`src/rtl/txn_pkg.sv`:
```
package txn_pkg;

    typedef enum logic [1:0] {
        ST_IDLE   = 2'd0,
        ST_ACTIVE = 2'd1,
        ST_COMMIT = 2'd2
    } txn_state_e;

    typedef enum logic [1:0] {
        DOP_HOLD = 2'd0,
        DOP_INC  = 2'd1,
        DOP_DEC  = 2'd2,
        DOP_CLR  = 2'd3
    } depth_op_e;

    localparam int STATUS_W    = 8;
    localparam int CB_EXPLICIT = 0;
    localparam int CB_CONFLICT = 1;
    localparam int CB_CAPACITY = 2;
    localparam int CB_OVERFLOW = 3;
    localparam int IMM_LSB     = 4;
    localparam int IMM_KEEP_W  = STATUS_W - IMM_LSB;

    typedef struct packed {
        txn_state_e          state;
        logic                commit_req;
        logic                rollback;
        logic [STATUS_W-1:0] status;
        logic                err;
    } txn_ctl_t;

endpackage

```
`src/rtl/txn_depth_track.sv`:
```
module txn_depth_track
    import txn_pkg::*;
#(
    parameter int MAX_DEPTH = 7,
    localparam int DW = $clog2(MAX_DEPTH + 1)
) (
    input  logic          clk,
    input  logic          rst_n,
    input  depth_op_e     op_i,
    output logic [DW-1:0] depth_o,
    output logic          at_max_o,
    output logic          at_one_o
);

    localparam logic [DW-1:0] DEPTH_MAX = DW'(MAX_DEPTH);
    localparam logic [DW-1:0] DEPTH_ONE = DW'(1);

    logic [DW-1:0] depth_d, depth_q;

    always_comb begin
        depth_d = depth_q;
        unique case (op_i)
            DOP_INC:  depth_d = (depth_q == DEPTH_MAX) ? depth_q : depth_q + DEPTH_ONE;
            DOP_DEC:  depth_d = (depth_q == '0) ? depth_q : depth_q - DEPTH_ONE;
            DOP_CLR:  depth_d = '0;
            default:  depth_d = depth_q;
        endcase
    end

    always_ff @(posedge clk) begin
        if (!rst_n) depth_q <= '0;
        else        depth_q <= depth_d;
    end

    assign depth_o  = depth_q;
    assign at_max_o = (depth_q == DEPTH_MAX);
    assign at_one_o = (depth_q == DEPTH_ONE);

    AST_DEPTH_BOUNDED: assert property (@(posedge clk) disable iff (!rst_n)
        depth_q <= DEPTH_MAX);

    AST_NO_INC_AT_MAX: assert property (@(posedge clk) disable iff (!rst_n)
        (op_i == DOP_INC) |-> (depth_q != DEPTH_MAX));

    AST_NO_DEC_AT_ZERO: assert property (@(posedge clk) disable iff (!rst_n)
        (op_i == DOP_DEC) |-> (depth_q > DEPTH_ONE));

endmodule

```
`src/rtl/txn_fallback_hold.sv`:
```
module txn_fallback_hold #(
    parameter int AW = 16
) (
    input  logic          clk,
    input  logic          rst_n,
    input  logic          capture_i,
    input  logic [AW-1:0] target_i,
    input  logic          in_txn_i,
    output logic [AW-1:0] target_o
);

    logic [AW-1:0] tgt_d, tgt_q;

    always_comb begin
        tgt_d = tgt_q;
        if (capture_i) tgt_d = target_i;
    end

    always_ff @(posedge clk) begin
        if (!rst_n) tgt_q <= '0;
        else        tgt_q <= tgt_d;
    end

    assign target_o = tgt_q;

    AST_FALLBACK_HELD: assert property (@(posedge clk) disable iff (!rst_n)
        (in_txn_i && $past(in_txn_i)) |-> $stable(tgt_q));

    AST_CAPTURE_ONLY_IDLE: assert property (@(posedge clk) disable iff (!rst_n)
        capture_i |-> !in_txn_i);

endmodule

```
`src/rtl/txn_cause_enc.sv`:
```
module txn_cause_enc
    import txn_pkg::*;
(
    input  logic                  explicit_i,
    input  logic [IMM_KEEP_W-1:0] imm_nib_i,
    input  logic                  conflict_i,
    input  logic                  capacity_i,
    input  logic                  overflow_i,
    output logic [STATUS_W-1:0]   status_o
);

    always_comb begin
        status_o = '0;
        status_o[CB_EXPLICIT] = explicit_i;
        status_o[CB_CONFLICT] = conflict_i;
        status_o[CB_CAPACITY] = capacity_i;
        status_o[CB_OVERFLOW] = overflow_i;
        for (int i = 0; i < IMM_KEEP_W; i++) begin
            status_o[IMM_LSB + i] = explicit_i & imm_nib_i[i];
        end
    end

    always_comb begin
        assert (explicit_i || (status_o[STATUS_W-1:IMM_LSB] == '0));
    end

endmodule

```
`src/rtl/txn_nest_ctrl.sv`:
```
module txn_nest_ctrl
    import txn_pkg::*;
#(
    parameter int AW        = 16,
    parameter int MAX_DEPTH = 7,
    localparam int DW = $clog2(MAX_DEPTH + 1)
) (
    input  logic                clk,
    input  logic                rst_n,
    input  logic                begin_i,
    input  logic [AW-1:0]       begin_target_i,
    input  logic                end_i,
    input  logic                xabort_i,
    input  logic [STATUS_W-1:0] xabort_imm_i,
    input  logic                ext_conflict_i,
    input  logic                ext_capacity_i,
    input  logic                commit_resp_valid_i,
    input  logic                commit_resp_ok_i,
    output logic                in_txn_o,
    output logic [DW-1:0]       depth_o,
    output logic                commit_req_o,
    output logic                rollback_o,
    output logic                redirect_o,
    output logic [AW-1:0]       redirect_addr_o,
    output logic [STATUS_W-1:0] abort_status_o,
    output logic                end_idle_err_o
);

    txn_ctl_t ctl_d, ctl_q;
    depth_op_e dop;
    logic capture;
    logic at_max, at_one;

    // command priority: explicit abort, then begin, then end
    logic cmd_x, cmd_b, cmd_e, ext_any;
    logic st_idle, st_active, st_commit;
    logic ab_explicit, ab_conflict, ab_capacity, ab_overflow, do_abort;
    logic [STATUS_W-1:0] cause_byte;

    assign cmd_x   = xabort_i;
    assign cmd_b   = begin_i & ~xabort_i;
    assign cmd_e   = end_i & ~xabort_i & ~begin_i;
    assign ext_any = ext_conflict_i | ext_capacity_i;

    assign st_idle   = (ctl_q.state == ST_IDLE);
    assign st_active = (ctl_q.state == ST_ACTIVE);
    assign st_commit = (ctl_q.state == ST_COMMIT);

    assign ab_explicit = st_active & cmd_x;
    assign ab_overflow = st_active & cmd_b & at_max;
    assign ab_capacity = ~st_idle & ext_capacity_i;
    assign ab_conflict = (~st_idle & ext_conflict_i)
                       | (st_commit & ~ext_any & commit_resp_valid_i & ~commit_resp_ok_i);
    assign do_abort    = ab_explicit | ab_overflow | ab_capacity | ab_conflict;

    txn_cause_enc u_cause (
        .explicit_i (ab_explicit),
        .imm_nib_i  (xabort_imm_i[IMM_KEEP_W-1:0]),
        .conflict_i (ab_conflict),
        .capacity_i (ab_capacity),
        .overflow_i (ab_overflow),
        .status_o   (cause_byte)
    );

    txn_depth_track #(.MAX_DEPTH(MAX_DEPTH)) u_depth (
        .clk      (clk),
        .rst_n    (rst_n),
        .op_i     (dop),
        .depth_o  (depth_o),
        .at_max_o (at_max),
        .at_one_o (at_one)
    );

    txn_fallback_hold #(.AW(AW)) u_fallback (
        .clk       (clk),
        .rst_n     (rst_n),
        .capture_i (capture),
        .target_i  (begin_target_i),
        .in_txn_i  (in_txn_o),
        .target_o  (redirect_addr_o)
    );

    always_comb begin
        ctl_d            = ctl_q;
        ctl_d.commit_req = 1'b0;
        ctl_d.rollback   = 1'b0;
        dop              = DOP_HOLD;
        capture          = 1'b0;

        if (do_abort) begin
            ctl_d.state    = ST_IDLE;
            ctl_d.rollback = 1'b1;
            ctl_d.status   = cause_byte;
            dop            = DOP_CLR;
        end else begin
            unique case (ctl_q.state)
                ST_IDLE: begin
                    if (cmd_b) begin
                        ctl_d.state = ST_ACTIVE;
                        dop         = DOP_INC;
                        capture     = 1'b1;
                    end else if (cmd_e) begin
                        ctl_d.err = 1'b1;
                    end
                end
                ST_ACTIVE: begin
                    if (cmd_b) begin
                        dop = DOP_INC;
                    end else if (cmd_e) begin
                        if (at_one) begin
                            ctl_d.state      = ST_COMMIT;
                            ctl_d.commit_req = 1'b1;
                        end else begin
                            dop = DOP_DEC;
                        end
                    end
                end
                ST_COMMIT: begin
                    if (commit_resp_valid_i && commit_resp_ok_i) begin
                        ctl_d.state = ST_IDLE;
                        dop         = DOP_CLR;
                    end
                end
                default: begin
                    ctl_d.state = ST_IDLE;
                    dop         = DOP_CLR;
                end
            endcase
        end
    end

    always_ff @(posedge clk) begin
        if (!rst_n) begin
            ctl_q.state      <= ST_IDLE;
            ctl_q.commit_req <= 1'b0;
            ctl_q.rollback   <= 1'b0;
            ctl_q.status     <= '0;
            ctl_q.err        <= 1'b0;
        end else begin
            ctl_q <= ctl_d;
        end
    end

    assign in_txn_o       = ~st_idle;
    assign commit_req_o   = ctl_q.commit_req;
    assign rollback_o     = ctl_q.rollback;
    assign redirect_o     = ctl_q.rollback;
    assign abort_status_o = ctl_q.status;
    assign end_idle_err_o = ctl_q.err;

    AST_IDLE_DEPTH_ZERO: assert property (@(posedge clk) disable iff (!rst_n)
        !in_txn_o |-> (depth_o == '0));

    AST_ACTIVE_DEPTH_NONZERO: assert property (@(posedge clk) disable iff (!rst_n)
        in_txn_o |-> (depth_o != '0));

    AST_COMMIT_AT_OUTER: assert property (@(posedge clk) disable iff (!rst_n)
        commit_req_o |-> (in_txn_o && depth_o == DW'(1)));

    AST_ROLLBACK_UNWINDS: assert property (@(posedge clk) disable iff (!rst_n)
        rollback_o |-> (!in_txn_o && depth_o == '0));

    AST_ROLLBACK_HAS_CAUSE: assert property (@(posedge clk) disable iff (!rst_n)
        rollback_o |-> (abort_status_o[CB_OVERFLOW:CB_EXPLICIT] != '0));

    AST_STATUS_HELD: assert property (@(posedge clk) disable iff (!rst_n)
        !rollback_o |-> $stable(abort_status_o));

    AST_IMM_FIELD: assert property (@(posedge clk) disable iff (!rst_n)
        (rollback_o && abort_status_o[CB_EXPLICIT])
        |-> ({4'h0, abort_status_o[STATUS_W-1:IMM_LSB]} == ($past(xabort_imm_i) & 8'h0F)));

    AST_ERR_STICKY: assert property (@(posedge clk) disable iff (!rst_n)
        $past(end_idle_err_o) |-> end_idle_err_o);

    AST_NO_COMMIT_WITH_ROLLBACK: assert property (@(posedge clk) disable iff (!rst_n)
        !(commit_req_o && rollback_o));

endmodule

```
`config.mk`:
```
export PLATFORM = sky130hd
export DESIGN_NAME = txn_nest_ctrl
export DESIGN_NICKNAME = d
export VERILOG_FILES = /design/src/rtl/txn_pkg.sv /design/src/rtl/txn_depth_track.sv /design/src/rtl/txn_fallback_hold.sv /design/src/rtl/txn_cause_enc.sv /design/src/rtl/txn_nest_ctrl.sv
export SDC_FILE = /design/constraint.sdc
export NUM_CORES = 1
export LEC_CHECK = 0
export ABC_AREA = 1
export BUFFER_PORTS_ARGS = -buffer_cell sky130_fd_sc_hd__buf_2
export CORE_UTILIZATION = 45
export CTS_CLUSTER_SIZE = 28
export DETAILED_ROUTE_END_ITERATION = 8
export HOLD_SLACK_MARGIN = 0.06
export PLACE_DENSITY = 0.85
export SLEW_MARGIN = 20
export SYNTH_ARGS = -nofsm -noshare
export SYNTH_HDL_FRONTEND = slang
export SYNTH_SLANG_ARGS = --single-unit
```
`constraint.sdc`:
```
create_clock -name clk -period 2 [get_ports clk]
set_input_delay 0.1 -clock clk [delete_from_list [all_inputs] [get_ports clk]]
set_output_delay 0.1 -clock clk [all_outputs]
set_load 0.01 [all_outputs]
```
==> flow_summary.toml <==
[sta]
whs_ns = 0.127
final_max_slew_viol_count = 0
finClkSkew_ns = 0.00657
finalSetupViolCount = 0
post-route-period-util = 0.868
fmax_ghz = 0.576
hold_violations = 0
period_minus_slack_ns = 1.74
tightest_slew_ns = 0.490
slew_headroom = 0.672
setup_ws_ns = 0.264
rsz0062_at_grt = "no"
tns_ns = 0

[synth]
syn_area_sq_um = 1520
yosysUniqueCellTypes = 25
syn_area_per_cell_sq_um = 7.12
synthCells = 214
ys_seq_elements = 32
yosysWarnings = 0
syn_nets = 252
ys_seq_area_frac = 0.420

[route]
ant_nets = 0
drt_pass1_iterations = 4
vias_per_cell = 4.72
wl_um = 3750
wl_per_cell_um = 11.2
via_count = 1586
drc = 0
drtIter0Drc = 64

[final_layout]
drive_gt1_frac = 0.281
syn2layout_area_growth_pct = 38.8
n_antenna_cell = 0
fin_nets = 329
stdcell_area_sq_um = 2110
stdcell_count = 336

[cts]
path_clk_slew_ns = 0.10
cts_buffers = 5
cts_tree = "built"
cts_max_level = 2
cts-resized-gates = 0
cts-root-buf = "clkbuf_4"
clkLatencyLatePin_ns = 0.33
clk_path_buf_depth = 2
clock-sinks = 32

[setup_path]
cp.arrival_ns = 1.97
slowest_stage = "dfxtp_1"
crit_path_max_incr_delay_ns = 0.36
crit_fanout = 8
crit_buf_inv = 0
cp_top_family = "simple AND/OR/NAND/NOR gates"
critPathLaunchType = "flop"
cp_cell_sequence = "ha_1 > ha_1 > nand3_1 > nand2_2 > nor2_4 > nand2_1 > nand2_2 > nand3_1 > nand2_1 > nor2_1"
critPathKind = "flop to flop"
end_kind = "flop"
critPathRequiredTime_ns = 2.23

[grt]
grt.total_usage = 0.223
antenna_found_initial = 0
grt_overflow = 0
grt_pass1_vias = 1523
grt_pass1_wl_um = 6070
grt_max_degree = 23

[placed_design]
gp_congestion = 0.860
dp_cells = 306
post-place-ws_ns = 0.297
placed_cell_area_sq_um = 1800
dp_hpwl_um = 2440
io_buffers = 60

[floorplan]
die_h_um = 60.2
core_area_sq_um = 3130
rows = 20
die_x_um = 60.2
start_util = 0.487
floorplan.die_area_sq_um = 3620
io_pins = 65

[run_status]
outcome = "completed"

[pwr]
p_leak_nw = 1.09
power_density_nw_per_um2 = 774
vdd_drop_max_v = 0.000563

[run]
drv_cap = 0

[min_path]
hold_class = "primary input to flop"
[metrics by stage]
step / utilization / total power [mW]
3_5_place_dp: 0.575 / 1.06
5_1_grt: 0.676 / 1.73
6_report: 0.676 / 1.64
3_3_place_gp: 0.575 / 1.05
2_1_floorplan: - / 0.952
4_1_cts: 0.676 / 1.64
[worst reg2reg max path, stage by stage, from the launching register on]
cell and delay [ns]:
dfxtp_1 0.36, ha_1 0.21, ha_1 0.25, nand3_1 0.15
nand2_2 0.08, nor2_4 0.18, nand2_1 0.11, nand2_2 0.10
nand3_1 0.09, nand2_1 0.07, nor2_1 0.04
[synthesized netlist by cell type]
cell / count / area share
nor2_1: 50 / 0.12
nand2_1: 39 / 0.096
dfxtp_1: 32 / 0.42
o21ai_0: 17 / 0.056
inv_1: 16 / 0.039
a21oi_1: 12 / 0.039
buf_4: 9 / 0.044
nand3_1: 8 / 0.026
ha_1: 5 / 0.041
nor2_2: 4 / 0.016
nand2_2: 3 / 0.012
clkbuf_1: 2 / 0.0049
clkinv_1: 2 / 0.0049
nand4_1: 2 / 0.0082
nor2_4: 2 / 0.015
o21ai_1: 2 / 0.0066
buf_1: 1 / 0.0025
buf_2: 1 / 0.0033
buf_6: 1 / 0.0074
inv_2: 1 / 0.0025
nand3_2: 1 / 0.0066
nand4_2: 1 / 0.0082
o211ai_1: 1 / 0.0049
o21a_1: 1 / 0.0049
xor2_1: 1 / 0.0057
[worst paths after layout]
kind | to | cells after the start | start | slack (ns)
hold / removal | ctl_q[12] | 4 | commit_resp_valid_i | 0.13
setup / recovery | u_depth.depth_o[2] | 10 | u_depth.depth_o[0] | 0.26
setup reg to reg | u_depth.depth_o[2] | 10 | u_depth.depth_o[0] | 0.26
hold reg to reg | abort_status_o[0] | 2 | abort_status_o[0] | 0.46
[power by group]
group | leakage, nW | total (mW) | internal, mW | switching (mW)
Combinational | 0.777 | 0.373 | 0.159 | 0.214
Clock | 0.0515 | 0.552 | 0.332 | 0.220
Sequential | 0.262 | 0.712 | 0.683 | 0.0287
[cell families after synthesis]
group | synth area share
xor+xnor | 0.00575
simple gates | 0.312
compound gates | 0.112
flops | 0.420
fa+ha+maj | 0.0411
buf+inv | 0.109
[state kept, by name, indices dropped and copies added, names as in the netlist]
register,cells
ctl_q,2
u_fallback.target_o,16
redirect_o,1
end_idle_err_o,1
abort_status_o,8
commit_req_o,1
u_depth.depth_o,3
[layout make-up]
| cell class | instances | area [sq um] |
|---|---|---|
| Fill cell | 263 | 1010 |
| Multi-Input combinational cell | 149 | 717 |
| Sequential cell | 32 | 641 |
| Timing Repair Buffer | 84 | 536 |
| Inverter | 19 | 71.3 |
| Clock buffer | 7 | 65.1 |
| Tap cell | 44 | 55.1 |
| Clock inverter | 1 | 30.0 |
[layer usage]
| layer | up-vias | share of wire | global-route usage |
|---|---|---|---|
| li1 | 823 | - | - |
| met1 | 700 | 0.44 | 0.245 |
| met2 | 59 | 0.48 | 0.410 |
| met3 | 4 | 0.072 | 0.0714 |
| met4 | 0 | 0.0059 | 0.0532 |
| met5 | - | 0 | 0 |
[cells in the final DEF, fill, tap and decap left out]
| cell type | count |
|---|---|
| buf_2 | 60 |
| nor2_1 | 50 |
| nand2_1 | 39 |
| dfxtp_1 | 32 |
| dlygate4sd3_1 | 22 |
| o21ai_0 | 17 |
| inv_1 | 16 |
| a21oi_1 | 12 |
| nand3_1 | 8 |
| ha_1 | 5 |
| clkbuf_4 | 5 |
| nor2_2 | 4 |
| nand2_2 | 3 |
| nor2_4 | 2 |
| clkinv_1 | 2 |
| o21ai_1 | 2 |
| nand4_1 | 2 |
| clkbuf_8 | 2 |
| buf_4 | 2 |
| inv_2 | 1 |
| o21a_1 | 1 |
| xor2_1 | 1 |
| nand4_2 | 1 |
| o211ai_1 | 1 |
| nand3_2 | 1 |
| bufinv_16 | 1 |
[timing repair]
| item | CTS | global route |
|---|---|---|
| hold buffers | 22 | 0 |
| hold endpoints to repair | 22 | 0 |
| setup buffers | 0 | 0 |
No activity file was read; power rests on OpenSTA's default activity.
